$ cat src/rtl/irqu_pkg.sv
package irqu_pkg;

    localparam int DATA_W  = 8;
    localparam int SRC_W   = DATA_W - 1;
    localparam int N_LINES = 4;
    localparam int ADDR_W  = 2;

    // flag bit positions
    localparam int B_A2 = 0;
    localparam int B_A1 = 1;
    localparam int B_SR = 2;
    localparam int B_B2 = 3;
    localparam int B_B1 = 4;
    localparam int B_T2 = 5;
    localparam int B_T1 = 6;

    // control line indices inside the edge detector
    localparam int L_A1 = 0;
    localparam int L_A2 = 1;
    localparam int L_B1 = 2;
    localparam int L_B2 = 3;

    typedef enum logic [ADDR_W-1:0] {
        REG_CTRL = 2'd0,
        REG_FLAG = 2'd1,
        REG_ENAB = 2'd2,
        REG_NONE = 2'd3
    } reg_sel_e;

    typedef struct packed {
        logic [2:0] b2_mode;
        logic       b1_rise;
        logic [2:0] a2_mode;
        logic       a1_rise;
    } edge_ctrl_t;

    typedef struct packed {
        logic [N_LINES-1:0] rise;
        logic [N_LINES-1:0] armed;
    } line_cfg_t;

    function automatic logic mode_is_input(input logic [2:0] m);
        return ~m[2];
    endfunction

    function automatic logic mode_rises(input logic [2:0] m);
        return m[1];
    endfunction

    function automatic line_cfg_t decode_cfg(input edge_ctrl_t c);
        line_cfg_t r;
        r.rise[L_A1]  = c.a1_rise;
        r.armed[L_A1] = 1'b1;
        r.rise[L_B1]  = c.b1_rise;
        r.armed[L_B1] = 1'b1;
        r.rise[L_A2]  = mode_rises(c.a2_mode);
        r.armed[L_A2] = mode_is_input(c.a2_mode);
        r.rise[L_B2]  = mode_rises(c.b2_mode);
        r.armed[L_B2] = mode_is_input(c.b2_mode);
        return r;
    endfunction

endpackage

$ cat src/rtl/irqu_edge_detect.sv
module irqu_edge_detect #(
    parameter int N = 4
) (
    input  logic         clk,
    input  logic         rst,
    input  logic [N-1:0] lines_i,
    input  logic [N-1:0] rise_i,
    input  logic [N-1:0] armed_i,
    output logic [N-1:0] hit_o
);

    logic [N-1:0] prev_q;

    for (genvar i = 0; i < N; i++) begin : g_line
        always_ff @(posedge clk) begin
            prev_q[i] <= lines_i[i];
        end

        logic went_up;
        logic went_down;
        assign went_up   = ~prev_q[i] &  lines_i[i];
        assign went_down =  prev_q[i] & ~lines_i[i];
        assign hit_o[i]  = ~rst & armed_i[i] & (rise_i[i] ? went_up : went_down);
    end

endmodule

$ cat src/rtl/irqu_flag_reg.sv
module irqu_flag_reg #(
    parameter int W             = 7,
    parameter bit CLR_NEEDS_TOP = 1'b0
) (
    input  logic         clk,
    input  logic         rst,
    input  logic [W-1:0] set_i,
    input  logic         clr_wr_i,
    input  logic [W:0]   wdata_i,
    output logic [W-1:0] flags_o
);

    logic         gate;
    logic [W-1:0] clr_mask;
    logic [W-1:0] flags_q;

    if (CLR_NEEDS_TOP) begin : g_guarded
        assign gate = wdata_i[W];
    end else begin : g_plain
        assign gate = 1'b1;
    end

    assign clr_mask = (clr_wr_i && gate) ? wdata_i[W-1:0] : '0;

    always_ff @(posedge clk) begin
        if (rst) begin
            flags_q <= '0;
        end else begin
            flags_q <= (flags_q & ~clr_mask) | set_i;
        end
    end

    assign flags_o = flags_q;

endmodule

$ cat src/rtl/irqu_enable_reg.sv
module irqu_enable_reg #(
    parameter int W = 7
) (
    input  logic         clk,
    input  logic         rst,
    input  logic         wr_i,
    input  logic [W:0]   wdata_i,
    output logic [W-1:0] en_o
);

    logic [W-1:0] en_q;

    always_ff @(posedge clk) begin
        if (rst) begin
            en_q <= '0;
        end else if (wr_i) begin
            if (wdata_i[W]) begin
                en_q <= en_q | wdata_i[W-1:0];
            end else begin
                en_q <= en_q & ~wdata_i[W-1:0];
            end
        end
    end

    assign en_o = en_q;

endmodule

$ cat src/rtl/irq_unit.sv
module irq_unit
    import irqu_pkg::*;
#(
    parameter bit CLR_NEEDS_TOP = 1'b0
) (
    input  logic              clk,
    input  logic              rst,
    input  logic              bus_en,
    input  logic              bus_we,
    input  logic [ADDR_W-1:0] bus_addr,
    input  logic [DATA_W-1:0] bus_wdata,
    output logic [DATA_W-1:0] bus_rdata,
    input  logic              line_a1,
    input  logic              line_a2,
    input  logic              line_b1,
    input  logic              line_b2,
    input  logic              evt_t1,
    input  logic              evt_t2,
    input  logic              evt_sr,
    output logic              irq_n
);

    logic               wr_stb;
    reg_sel_e           sel;
    edge_ctrl_t         ctrl_q;
    line_cfg_t          cfg;
    logic [N_LINES-1:0] lines;
    logic [N_LINES-1:0] hits;
    logic [SRC_W-1:0]   set_vec;
    logic [SRC_W-1:0]   flag_q;
    logic [SRC_W-1:0]   en_q;
    logic               any_pending;

    assign wr_stb = bus_en & bus_we;
    assign sel    = reg_sel_e'(bus_addr);

    always_ff @(posedge clk) begin
        if (rst) begin
            ctrl_q <= '0;
        end else if (wr_stb && sel == REG_CTRL) begin
            ctrl_q <= edge_ctrl_t'(bus_wdata);
        end
    end

    assign cfg = decode_cfg(ctrl_q);

    always_comb begin
        lines       = '0;
        lines[L_A1] = line_a1;
        lines[L_A2] = line_a2;
        lines[L_B1] = line_b1;
        lines[L_B2] = line_b2;
    end

    irqu_edge_detect #(.N(N_LINES)) u_edge (
        .clk     (clk),
        .rst     (rst),
        .lines_i (lines),
        .rise_i  (cfg.rise),
        .armed_i (cfg.armed),
        .hit_o   (hits)
    );

    always_comb begin
        set_vec       = '0;
        set_vec[B_A2] = hits[L_A2];
        set_vec[B_A1] = hits[L_A1];
        set_vec[B_SR] = evt_sr;
        set_vec[B_B2] = hits[L_B2];
        set_vec[B_B1] = hits[L_B1];
        set_vec[B_T2] = evt_t2;
        set_vec[B_T1] = evt_t1;
    end

    irqu_flag_reg #(.W(SRC_W), .CLR_NEEDS_TOP(CLR_NEEDS_TOP)) u_flag (
        .clk      (clk),
        .rst      (rst),
        .set_i    (set_vec),
        .clr_wr_i (wr_stb && sel == REG_FLAG),
        .wdata_i  (bus_wdata),
        .flags_o  (flag_q)
    );

    irqu_enable_reg #(.W(SRC_W)) u_enab (
        .clk     (clk),
        .rst     (rst),
        .wr_i    (wr_stb && sel == REG_ENAB),
        .wdata_i (bus_wdata),
        .en_o    (en_q)
    );

    assign any_pending = |(flag_q & en_q);
    assign irq_n       = ~any_pending;

    always_comb begin
        bus_rdata = '0;
        if (bus_en) begin
            unique case (sel)
                REG_CTRL: bus_rdata = ctrl_q;
                REG_FLAG: bus_rdata = {any_pending, flag_q};
                REG_ENAB: bus_rdata = {1'b1, en_q};
                default:  bus_rdata = '0;
            endcase
        end
    end

endmodule

$ cat config.mk
export PLATFORM = sky130hd
export DESIGN_NAME = irq_unit
export DESIGN_NICKNAME = d
export VERILOG_FILES = /design/src/rtl/irqu_pkg.sv /design/src/rtl/irqu_edge_detect.sv /design/src/rtl/irqu_flag_reg.sv /design/src/rtl/irqu_enable_reg.sv /design/src/rtl/irq_unit.sv
export SDC_FILE = /design/constraint.sdc
export NUM_CORES = 1
export LEC_CHECK = 0
export ABC_AREA = 1
export BUFFER_PORTS_ARGS = -buffer_cell sky130_fd_sc_hd__buf_2
export CORE_ASPECT_RATIO = 0.5
export CORE_MARGIN = 4
export CORE_UTILIZATION = 25
export CTS_CLUSTER_DIAMETER = 200
export DETAILED_ROUTE_END_ITERATION = 10
export GPL_TIMING_DRIVEN = 0
export SLEW_MARGIN = 20
export SYNTH_ARGS = -nofsm -noshare
export SYNTH_HDL_FRONTEND = slang
export SYNTH_SLANG_ARGS = --single-unit
$ cat constraint.sdc
create_clock -name clk -period 1.4 [get_ports clk]
set_input_delay 0 -clock clk [delete_from_list [all_inputs] [get_ports clk]]
set_output_delay 0 -clock clk [all_outputs]
set_load 0.01 [all_outputs]
==> run summary <==
The run finished with clean final reports. The first detailed-routing pass ran for 4 iterations. The tools report the register area share after synthesis as 0.404. The clock slew at the register clock pins of the worst setup and hold paths was 0.09 ns; the reported net switching power was 0.000384 W. Clock latency on the worst-skew pair, taken at its later pin, is 0.27 ns. The residual DRC count is 0. Critical path capture point type: an output pin.

TritonCTS built the clock tree. Yosys attributes the largest share of cell area to sky130_fd_sc_hd__dfxtp_1, sky130_fd_sc_hd__nand2_1, sky130_fd_sc_hd__nand3_1. The all-layer global routing usage came out at 0.121.

The run gives 0.00111 W as the internal power summed over all cells. For the standard-cell row count, the log shows 18. The critical path is of the reg2out type. The aggregate global routing overflow was 0. The number of storage elements in the synthesis netlist is 26, and the final cell utilization of the core is 0.332. The CTS buffer count was 3.

The maximum level of the CTS H-tree was 1. From synthesis to final layout, the design area changed by 27.8%. The starting density of the core came out at 0.260.

Post-synth net total: 216. Sorting the synthesized cells by how often they occur yields sky130_fd_sc_hd__nand2_1, sky130_fd_sc_hd__nand3_1, sky130_fd_sc_hd__dfxtp_1, sky130_fd_sc_hd__a21oi_1, sky130_fd_sc_hd__nor2_1. The floorplan step set the die width to 109 um. For the power share of the clock group, the log shows 0.327.

For the number of DRC markers in iteration 0, the log shows 50. Setup violations remaining at the end of the flow were counted as 0. The Yosys step of the flow raised 0 warnings. The largest single stage delay on the critical path is 0.37 ns. For this design the top-level I/O count stands at 30.

Total number of clock tree sinks: 26. The number of fill cells is 554. Once the clock tree was built, the setup fixing pass inserted 0 buffers. The fraction of power spent switching nets is 0.257, and the peak supply drop is 0.308 mV. Between clock sinks in the finished design, the worst skew comes to 0.00253 ns. The final setup TNS came out at 0 ns. The number of global-route vias before repair is 1287. The worst hold path belongs to the class in2reg. For the worst setup path, the data required time is 1.40 ns.

Post-route clock period utilization: 0.847. The worst slack after detailed placement was 0.316 ns; the number of synthesized flops with an enable pin was 0. The tools report the relative contribution of sequential cells to total power as 0.531. The top flip-flop cell by instance count after synthesis was sky130_fd_sc_hd__dfxtp_1. The fraction of registers with async set or reset after synthesis was 0; the estimated wirelength of the detail-placed design was 2.61 mm.

Summing over every cut layer, the via total after detailed routing is 1353. The final critical-path required period was 1.19 ns; the maximum net fanout on the critical path was 3. The die covers 0.00643 sq mm.

The count of distinct cell types in the synthesized netlist was 18; the number of standard cells after synthesis was 195. Final worst setup slack: 0.214 ns. The tools report the total of max-cap violations as 0. The run gives 256 as the number of nets at the end of the flow. The final antenna diode count was 0; the maximum number of pins on one net before global-route repair was 15. For this block, the routed nets add up to 3.59 mm of wire.

Based on the critical path, the design can be clocked at up to 843 MHz. The area taken by multi-input logic gates is 646 sq um. Among cell families on the critical path, the largest total delay comes from flip-flops.

The die boundary height came out at 58.7 um. The share of layout cells above drive strength 1 is 0.192. The slowest stage of the critical path is the sky130_fd_sc_hd__dfxtp_1 cell. The sequential cell area was 520 sq um. The placeable core region came out at 0.00495 sq mm. Walking the worst path, the cells encountered are nand2_1, nand2_1, nor2_1, nand2_1, nand2_1, a21oi_1, buf_2. The mapped netlist covers 0.00129 sq mm. The tools report the root buffer selected by CTS as sky130_fd_sc_hd__clkbuf_8. The worst setup path is launched from a flip-flop. The detail-routed net length per standard cell is 11.8 um.

The initial antenna violation count is 0, and the area share of the largest cell type after synthesis is 0.404. The longest clock path from root to sink contains 2 buffers. Counting stages on the worst path, the most repeated cell is sky130_fd_sc_hd__nand2_1. Count of final hold-check violations: 0. Setup repair after global routing left no endpoint under its margin. On the final layout, the worst hold slack is 0.0131 ns.

The pin slew with the least headroom to its limit is 0.564 ns, and the total power divided by cell area is 908 mW/mm^2. The endpoint arrival time on the critical path is 1.19 ns. By instance count, the leading cell after synthesis is sky130_fd_sc_hd__nand2_1. The tools report the placer's final routability congestion estimate as 0.797.

In the routed layout, each cell is associated on average with a via count of 4.45. Normalized max-slew margin: 0.624. The count of buffer and inverter cells on the critical path was 1; the average cell area after synthesis was 6.60 sq um. For this design the static power due to leakage is 0.740 nW. The first global-routing pass estimated 6.01 mm of wire. Of all cell types, the one taking the most synthesized area is sky130_fd_sc_hd__dfxtp_1.

The remaining number of nets flagged by the antenna check after routing is 0. The proportion of power drawn by combinational gates was 0.142; the total count of max-transition violations in the final report was 0. During placement, the flow inserted port buffers numbering 27.
[power by group through the flow]
stage | logic [W] | clock network [W] | registers, W
finish | 0.000212 | 0.000489 | 0.000793
global route | 0.000239 | 0.000528 | 0.000798
CTS | 0.000214 | 0.000499 | 0.000793
detailed placement | 0.000196 | 0 | 0.000811
global placement | 0.000192 | 0 | 0.000809
floorplan | 0.000115 | 0 | 0.000805
[layout make-up]
cell class	count	share of cell area
timing repair buffer	35	0.131
sequential	26	0.316
multi-input combinational	144	0.392
clock buffer	4	0.0335
tap	70	0.0532
buffer	7	0.0327
inverter	18	0.0411
[through the flow]
step | cells | power (W) | instance area (sq um)
floorplan | 195 | 0.000920 | 1290
global placement | 292 | 0.00100 | 1510
detailed placement | 292 | 0.00101 | 1510
CTS | 304 | 0.00151 | 1650
global route | 304 | 0.00157 | 1650
finish | 304 | 0.00149 | 1650
[cell families after synthesis]
family          after synthesis  synth area share
compound gates               32             0.124
buf+inv                      25            0.0943
flops                        26             0.404
simple gates                112             0.377
[layout by cell type, fill, tap and decap left out]
cell type	instances
sky130_fd_sc_hd__nand3_1	28
sky130_fd_sc_hd__nor2_1	20
sky130_fd_sc_hd__inv_2	2
sky130_fd_sc_hd__dfxtp_1	26
sky130_fd_sc_hd__nand2_2	2
sky130_fd_sc_hd__nor2_2	1
sky130_fd_sc_hd__clkinv_1	2
sky130_fd_sc_hd__buf_4	3
sky130_fd_sc_hd__o21ai_0	3
sky130_fd_sc_hd__nor2_4	2
sky130_fd_sc_hd__a21oi_1	21
sky130_fd_sc_hd__nand2_4	1
sky130_fd_sc_hd__buf_6	2
sky130_fd_sc_hd__o21ai_1	8
sky130_fd_sc_hd__buf_2	28
sky130_fd_sc_hd__clkbuf_8	4
sky130_fd_sc_hd__dlygate4sd3_1	8
sky130_fd_sc_hd__inv_1	14
sky130_fd_sc_hd__clkbuf_1	1
sky130_fd_sc_hd__nand2_1	58
[layer usage]
layer / vias to the layer above / GRT usage / part of all wire
li1: 699 / - / -
met1: 617 / 0.159 / 0.48
met2: 33 / 0.205 / 0.45
met3: 4 / 0.0241 / 0.053
met4: 0 / 0.0302 / 0.014
met5: - / 0 / 0
[worst min-delay path, cell delays in order]
cell	delay (ns)
sky130_fd_sc_hd__buf_2	0.11
sky130_fd_sc_hd__o21ai_1	0.07
sky130_fd_sc_hd__nor2_1	0.07
[what timing repair did]
action | CTS | global route
gates resized for setup | 0 | 0
hold endpoints to repair | 11 | 0
hold buffers | 8 | 0
[path summary, 6_finish.rpt]
check | cells after the start | end | slack [ns] | start
max | 7 | bus_rdata[7] | 0.21 | flip-flop
min | 3 | ctrl_q[5] | 0.01 | bus_wdata[5]
max reg2reg | 5 | u_flag.flags_o[0] | 0.49 | cfg[5]
min reg2reg | 2 | u_flag.flags_o[4] | 0.48 | u_flag.flags_o[4]
No activity file was read; power rests on OpenSTA's default activity.
